File: config.mk
export PLATFORM = sky130hd
export DESIGN_NAME = gspwm_driver
export DESIGN_NICKNAME = d
export VERILOG_FILES = /design/src/rtl/gspwm_pkg.sv /design/src/rtl/gspwm_edge.sv /design/src/rtl/gspwm_shift.sv /design/src/rtl/gspwm_latch.sv /design/src/rtl/gspwm_pwm.sv /design/src/rtl/gspwm_driver.sv
export SDC_FILE = /design/constraint.sdc
export NUM_CORES = 2
export LEC_CHECK = 0
export ABC_AREA = 1
export BUFFER_PORTS_ARGS = -buffer_cell sky130_fd_sc_hd__buf_2
export CAP_MARGIN = 40
export CORE_MARGIN = 1
export CORE_UTILIZATION = 45
export DETAILED_ROUTE_END_ITERATION = 8
export PLACE_DENSITY = 0.64
export SYNTH_ARGS = -nofsm -noshare
export SYNTH_HDL_FRONTEND = slang
export SYNTH_SLANG_ARGS = --single-unit
File: constraint.sdc
create_clock -name clk -period 2.4 [get_ports clk]
set_clock_uncertainty 0.15 [all_clocks]
set_input_delay 0.48 -clock clk [delete_from_list [all_inputs] [get_ports clk]]
set_output_delay 0.48 -clock clk [all_outputs]
set_load 0.01 [all_outputs]
File: src/rtl/gspwm_pkg.sv
package gspwm_pkg;

    // Positions of the sampled strobe-like inputs inside the edge bundle
    typedef struct packed {
        logic ser;
        logic strobe;
        logic gs;
    } edge_bundle_t;

    localparam int EDGE_W = $bits(edge_bundle_t);

    // Maximum count for a counter of the given width
    function automatic int unsigned count_top(input int unsigned bits);
        return (32'd1 << bits) - 32'd1;
    endfunction

endpackage

File: src/rtl/gspwm_edge.sv
module gspwm_edge #(
    parameter int N = 3
) (
    input  logic         clk,
    input  logic         rst,
    input  logic [N-1:0] sig_i,
    output logic [N-1:0] rise_o
);
    logic [N-1:0] prev_q;

    always_ff @(posedge clk) begin
        if (rst) prev_q <= '0;
        else     prev_q <= sig_i;
    end

    assign rise_o = sig_i & ~prev_q;

endmodule

File: src/rtl/gspwm_shift.sv
module gspwm_shift #(
    parameter int W = 256
) (
    input  logic         clk,
    input  logic         rst,
    input  logic         shift_i,
    input  logic         din_i,
    output logic [W-1:0] sr_o,
    output logic         sout_o
);
    logic [W-1:0] sr_q;

    always_ff @(posedge clk) begin
        if (rst)          sr_q <= '0;
        else if (shift_i) sr_q <= {sr_q[W-2:0], din_i};
    end

    assign sr_o   = sr_q;
    assign sout_o = sr_q[W-1];

    assert_shift_in_R1: assert property (@(posedge clk) disable iff (rst)
        shift_i |=> (sr_q[0] == $past(din_i)) && (sr_q[W-1:1] == $past(sr_q[W-2:0])));

    assert_hold_R4: assert property (@(posedge clk) disable iff (rst)
        !shift_i |=> $stable(sr_q));

endmodule

File: src/rtl/gspwm_latch.sv
module gspwm_latch #(
    parameter int W = 256
) (
    input  logic         clk,
    input  logic         rst,
    input  logic         cap1_i,
    input  logic         load2_i,
    input  logic [W-1:0] d_i,
    output logic [W-1:0] l2_o
);
    logic [W-1:0] l1_q;
    logic [W-1:0] l2_q;

    always_ff @(posedge clk) begin
        if (rst) begin
            l1_q <= '0;
            l2_q <= '0;
        end else begin
            if (cap1_i)  l1_q <= d_i;
            if (load2_i) l2_q <= l1_q;
        end
    end

    assign l2_o = l2_q;

    assert_capture_R3: assert property (@(posedge clk) disable iff (rst)
        cap1_i |=> l1_q == $past(d_i));

    assert_transfer_R5: assert property (@(posedge clk) disable iff (rst)
        load2_i |=> l2_q == $past(l1_q));

    assert_second_hold_R8: assert property (@(posedge clk) disable iff (rst)
        !load2_i |=> $stable(l2_q));

endmodule

File: src/rtl/gspwm_pwm.sv
module gspwm_pwm
    import gspwm_pkg::*;
#(
    parameter int NUM_CH  = 16,
    parameter int GS_BITS = 16
) (
    input  logic                      clk,
    input  logic                      rst,
    input  logic                      blank_i,
    input  logic                      auto_i,
    input  logic                      tick_i,
    input  logic [NUM_CH*GS_BITS-1:0] data_i,
    output logic [NUM_CH-1:0]         chan_on_o,
    output logic                      wrap_o
);
    localparam logic [GS_BITS-1:0] CNT_MAX = GS_BITS'(count_top(GS_BITS));

    logic [GS_BITS-1:0] cnt_q;
    logic               at_end;

    assign at_end = (cnt_q == CNT_MAX);
    assign wrap_o = tick_i & ~blank_i & at_end & auto_i;

    always_ff @(posedge clk) begin
        if (rst || blank_i) begin
            cnt_q <= '0;
        end else if (tick_i) begin
            if (!at_end)     cnt_q <= cnt_q + 1'b1;
            else if (auto_i) cnt_q <= '0;
        end
    end

    for (genvar c = 0; c < NUM_CH; c++) begin : g_ch
        assign chan_on_o[c] = ~blank_i & (cnt_q < data_i[c*GS_BITS +: GS_BITS]);
    end

    assert_blank_clear_R6: assert property (@(posedge clk) disable iff (rst)
        blank_i |=> cnt_q == '0);

    assert_step_R7: assert property (@(posedge clk) disable iff (rst)
        (tick_i && !blank_i && !at_end) |=> cnt_q == GS_BITS'($past(cnt_q) + 1'b1));

    assert_idle_R7: assert property (@(posedge clk) disable iff (rst)
        (!tick_i && !blank_i) |=> $stable(cnt_q));

    assert_wrap_R8: assert property (@(posedge clk) disable iff (rst)
        wrap_o |=> cnt_q == '0);

    assert_stop_R9: assert property (@(posedge clk) disable iff (rst)
        (tick_i && !blank_i && !auto_i && at_end) |=> cnt_q == CNT_MAX);

endmodule

File: src/rtl/gspwm_driver.sv
module gspwm_driver
    import gspwm_pkg::*;
#(
    parameter int NUM_CH  = 16,
    parameter int GS_BITS = 16
) (
    input  logic              clk,
    input  logic              rst,
    input  logic              ser_clk_i,
    input  logic              ser_data_i,
    input  logic              strobe_i,
    input  logic              sel_i,
    input  logic              gs_clk_i,
    input  logic              blank_i,
    input  logic              auto_rpt_i,
    output logic              ser_out_o,
    output logic [NUM_CH-1:0] chan_on_o
);
    localparam int SR_W = NUM_CH * GS_BITS;

    edge_bundle_t      raw, rise;
    logic [SR_W-1:0]   sr;
    logic [SR_W-1:0]   l2;
    logic              wrap;
    logic              load2;

    assign raw.ser    = ser_clk_i;
    assign raw.strobe = strobe_i;
    assign raw.gs     = gs_clk_i;

    gspwm_edge #(.N(EDGE_W)) i_edge (
        .clk    (clk),
        .rst    (rst),
        .sig_i  (raw),
        .rise_o (rise)
    );

    gspwm_shift #(.W(SR_W)) i_shift (
        .clk     (clk),
        .rst     (rst),
        .shift_i (rise.ser & ~sel_i),
        .din_i   (ser_data_i),
        .sr_o    (sr),
        .sout_o  (ser_out_o)
    );

    assign load2 = (blank_i & ~sel_i) | wrap;

    gspwm_latch #(.W(SR_W)) i_latch (
        .clk     (clk),
        .rst     (rst),
        .cap1_i  (rise.strobe & ~sel_i),
        .load2_i (load2),
        .d_i     (sr),
        .l2_o    (l2)
    );

    gspwm_pwm #(.NUM_CH(NUM_CH), .GS_BITS(GS_BITS)) i_pwm (
        .clk       (clk),
        .rst       (rst),
        .blank_i   (blank_i),
        .auto_i    (auto_rpt_i),
        .tick_i    (rise.gs),
        .data_i    (l2),
        .chan_on_o (chan_on_o),
        .wrap_o    (wrap)
    );

    assert_blank_off_R6: assert property (@(posedge clk) disable iff (rst)
        $past(blank_i) && blank_i |-> chan_on_o == '0);

    assert_sel_guard_R4: assert property (@(posedge clk) disable iff (rst)
        sel_i |=> $stable(ser_out_o));

    assert_reset_R10: assert property (@(posedge clk)
        $past(rst) |-> (chan_on_o == '0) && !ser_out_o);

endmodule

==> flow_metrics.tcl <==
set metrics [dict create \
    relSlewSlack 0.621 \
    synth.cell_area_um2 35300 \
    cts_root_buffer "clkbuf_16" \
    drive_gt1_frac 0.121 \
    layout_worst_path_cycle_share 1.21 \
    synth_top_area_share 0.446 \
    fin_util 0.549 \
    cts_max_level 3 \
    cpMostUsedCell "nand2_1" \
    cts.sink_count 787 \
    row_count 102 \
    grt_pass1_wl_um 144000 \
    initial_utilization 0.456 \
    slowest_delay_ps 410 \
    wirelength_um 94200 \
    synth_edf_count 0 \
    yosysWarningCount 0 \
    drcViolationCount 0 \
    vias 30800 \
    grt_max_degree 98 \
    cp-end-kind "output pin" \
    vias_per_cell 5.15 \
    io_pins 26 \
    holdCritStartpoint "rst" \
    cp_cell_sequence "buf_12 -> ha_4 -> nand2_1 -> inv_2 -> nand3_2 -> inv_1 -> nand2_1 -> nand4_1 -> a21oi_2 -> buf_2" \
    cts_tree "done" \
    peakVddDrop_mv 0.505 \
    netlist_top_cells_area "dfxtp_1 (45%), nor2_1 (14%), ha_1 (8.5%), o21ai_0 (8.0%), nand2_1 (5.9%)" \
    io_buffers 25 \
    worst_pin_slew_ps 569 \
    rr_startpoint "i_pwm.cnt_q[9]" \
    timing.reg2reg.setup_slack_ps 20 \
    r2r-end "i_latch.l2_o[240]" \
    cts_buffers 85 \
    wl_per_cell_um 15.7 \
    syn_to_final_growth_pct 20.5 \
    setup_viol 16 \
    antenna_cells 0 \
    antenna_found_initial 1 \
    ctsLongestPathBuffers 3 \
    setup_ws_ps -498 \
    p_leak_nw 20.3 \
    hold_path.class "input pin to register" \
    synth-seq-area-share 0.446 \
    status "finished, violations left" \
    die_w_um 282 \
    reg2reg_depth 13 \
    hold_viol 0 \
    coreArea_um2 77500 \
    async_reset_ff_frac 0 \
    gp_congestion 0.842 \
    syn_inst 4901 \
    slew_violations 0 \
    dieArea_um2 79500 \
    whs_path_depth 2 \
    cp.arrival_ps 2270 \
    worstSkewPairLatency_ps 640 \
    die_y_um 282 \
    clk_transition_reported_paths_ps 60 \
    synth_top_area_cell "dfxtp_1" \
    worstSetupPathType "register to output pin" \
    max_clock_freq_mhz 345 \
    start_kind "register" \
    min_period_ps 2900 \
    hpwl_um 52700 \
    ys_seq_elements 787 \
    dr.first_iter.drc_count 2508 \
    synth.distinct_cells 24 \
    dr.pass1.iters 6 \
    synth-main-ff-cell "dfxtp_1" \
    max_cap_violations 0 \
    gr-total-overflow 0 \
    grt_pass1_vias 27600 \
    syn-num-nets 5151 \
    ant_nets 0 \
    finalPower_w 0.0303 \
    hold_path_end "i_edge.prev_q[0]" \
    syn_avg_cell_area_um2 7.20 \
    nNetsFinal 5133 \
    rsz0062_at_grt "yes" \
    cp.required_ps 1770 \
    violations "negative setup slack" \
    crit_fanout 8 \
    grtUsageTotal 0.221 \
    cp_slowest_cell "dfxtp_4" \
    pwr_density_cell_nw_per_um2 712 \
]
## cells in the final DEF, fill, tap and decap left out, types with 9 or more instances in the layout
master,Yosys,routed
clkbuf_16,0,114
nor2_1,1351,1349
buf_16,0,10
o21a_1,16,16
clkinv_2,0,18
ha_4,0,59
buf_2,25,19
ha_1,241,182
a21oi_1,360,246
nand3_2,0,15
o21ai_1,0,28
nand2_1,552,523
clkbuf_1,218,20
nand3_1,290,275
buf_6,33,24
nor3_2,0,9
clkbuf_8,0,17
dfxtp_1,787,775
o21ai_0,563,529
nand2_2,2,31
buf_4,2,54
buf_12,0,65
nand4_1,18,18
inv_1,378,367
a21oi_2,0,107
nor3_1,19,9
## Yosys cell counts, types with 16 or more instances
master,count
nand3_1,290
o21a_1,16
buf_6,33
buf_1,38
buf_2,25
nor2_1,1351
nor3_1,19
nand2_1,552
ha_1,241
nand4_1,18
inv_1,378
o21ai_0,563
clkbuf_1,218
dfxtp_1,787
a21oi_1,360
## stage by stage
| step | area [um^2] | setup slack (ps) | hold WS [ps] | setup TNS (ps) | cells |
|---|---|---|---|---|---|
| floorplan | 35300 | 104 | 296 | 0 | 4901 |
| global placement | 37100 | -84.5 | 303 | -84.7 | 5779 |
| detailed placement | 37100 | -76.0 | 308 | -76.0 | 5779 |
| CTS | 40800 | -474 | 18.2 | -7090 | 5947 |
| global route | 42500 | -571 | 60.0 | -15010 | 5988 |
| finish | 42500 | -498 | 54.5 | -6820 | 5988 |
## final cells by class
| cell class | count | area, um^2 |
|---|---|---|
| flip-flops and latches | 787 | 15800 |
| fillers | 7190 | 34900 |
| clock buffers | 123 | 2460 |
| clock inverters | 29 | 255 |
| repair buffers | 211 | 3180 |
| multi-input cells | 3420 | 18100 |
| well taps | 1040 | 1300 |
| inverters | 378 | 1440 |
## per-layer routing
metal,track usage,wire [um],up-vias
met1,0.310,44400,14300
li1,-,-,15700
met5,0,0,-
met3,0.0319,4550,146
met2,0.349,43000,662
met4,0.0697,2280,0
## worst max-delay path: cells and delay by family, from the launching register on
kind,cells,cell delay (ps)
DFF,1,410
and+or+nand+nor,4,360
buffers and inverters,4,440
adders and majority gates,1,210
AOI/OAI and AO/OA,1,200
## repair_timing
item / 4_1_cts / 5_1_grt
hold buffers: 6 / 0
pin swaps: 25 / 50
endpoints found under the setup margin: 16 / 196
buffers inserted: 7 / 7
gates resized for setup: 152 / 200
hold endpoints to repair: 4 / 0
cloned: 3 / 35
## power by group
part | switching [W] | internal, W | total [W]
Sequential | 0.000418 | 0.0139 | 0.0143
Combinational | 0.00199 | 0.00118 | 0.00317
Clock | 0.00541 | 0.00744 | 0.0129
## state kept, by name, summed over array words and instances (netlist names)
register and flops:
i_pwm.cnt_q 16, i_edge.prev_q 3, i_latch.l1_q 256, i_shift.sr_o 256, i_latch.l2_o 256
## worst max path at each step
stage / from / cells past startpoint / endpoint / slack (ps)
global placement: i_pwm.cnt_q[11] / 9 / chan_on_o[0] / -80
CTS: i_pwm.cnt_q[13] / 8 / chan_on_o[15] / -470
floorplan: i_pwm.cnt_q[1] / 10 / i_latch.l2_o[10] / 100
finish: i_pwm.cnt_q[15] / 10 / chan_on_o[13] / -500
detailed placement: i_pwm.cnt_q[11] / 9 / chan_on_o[0] / -80
global route: i_pwm.cnt_q[9] / 8 / chan_on_o[10] / -570
## cells by family (layout without fill, tap and decap cells)
family | Yosys count | after routing | share of synthesized area
compound gates | 940 | 940 | 0.135
simple gates | 2237 | 2237 | 0.251
buf+inv | 694 | 741 | 0.0819
fa+ha+maj | 241 | 241 | 0.0854
flops | 787 | 787 | 0.446
xor+xnor | 2 | 2 | 0.000496
No activity file was read; power rests on OpenSTA's default activity.
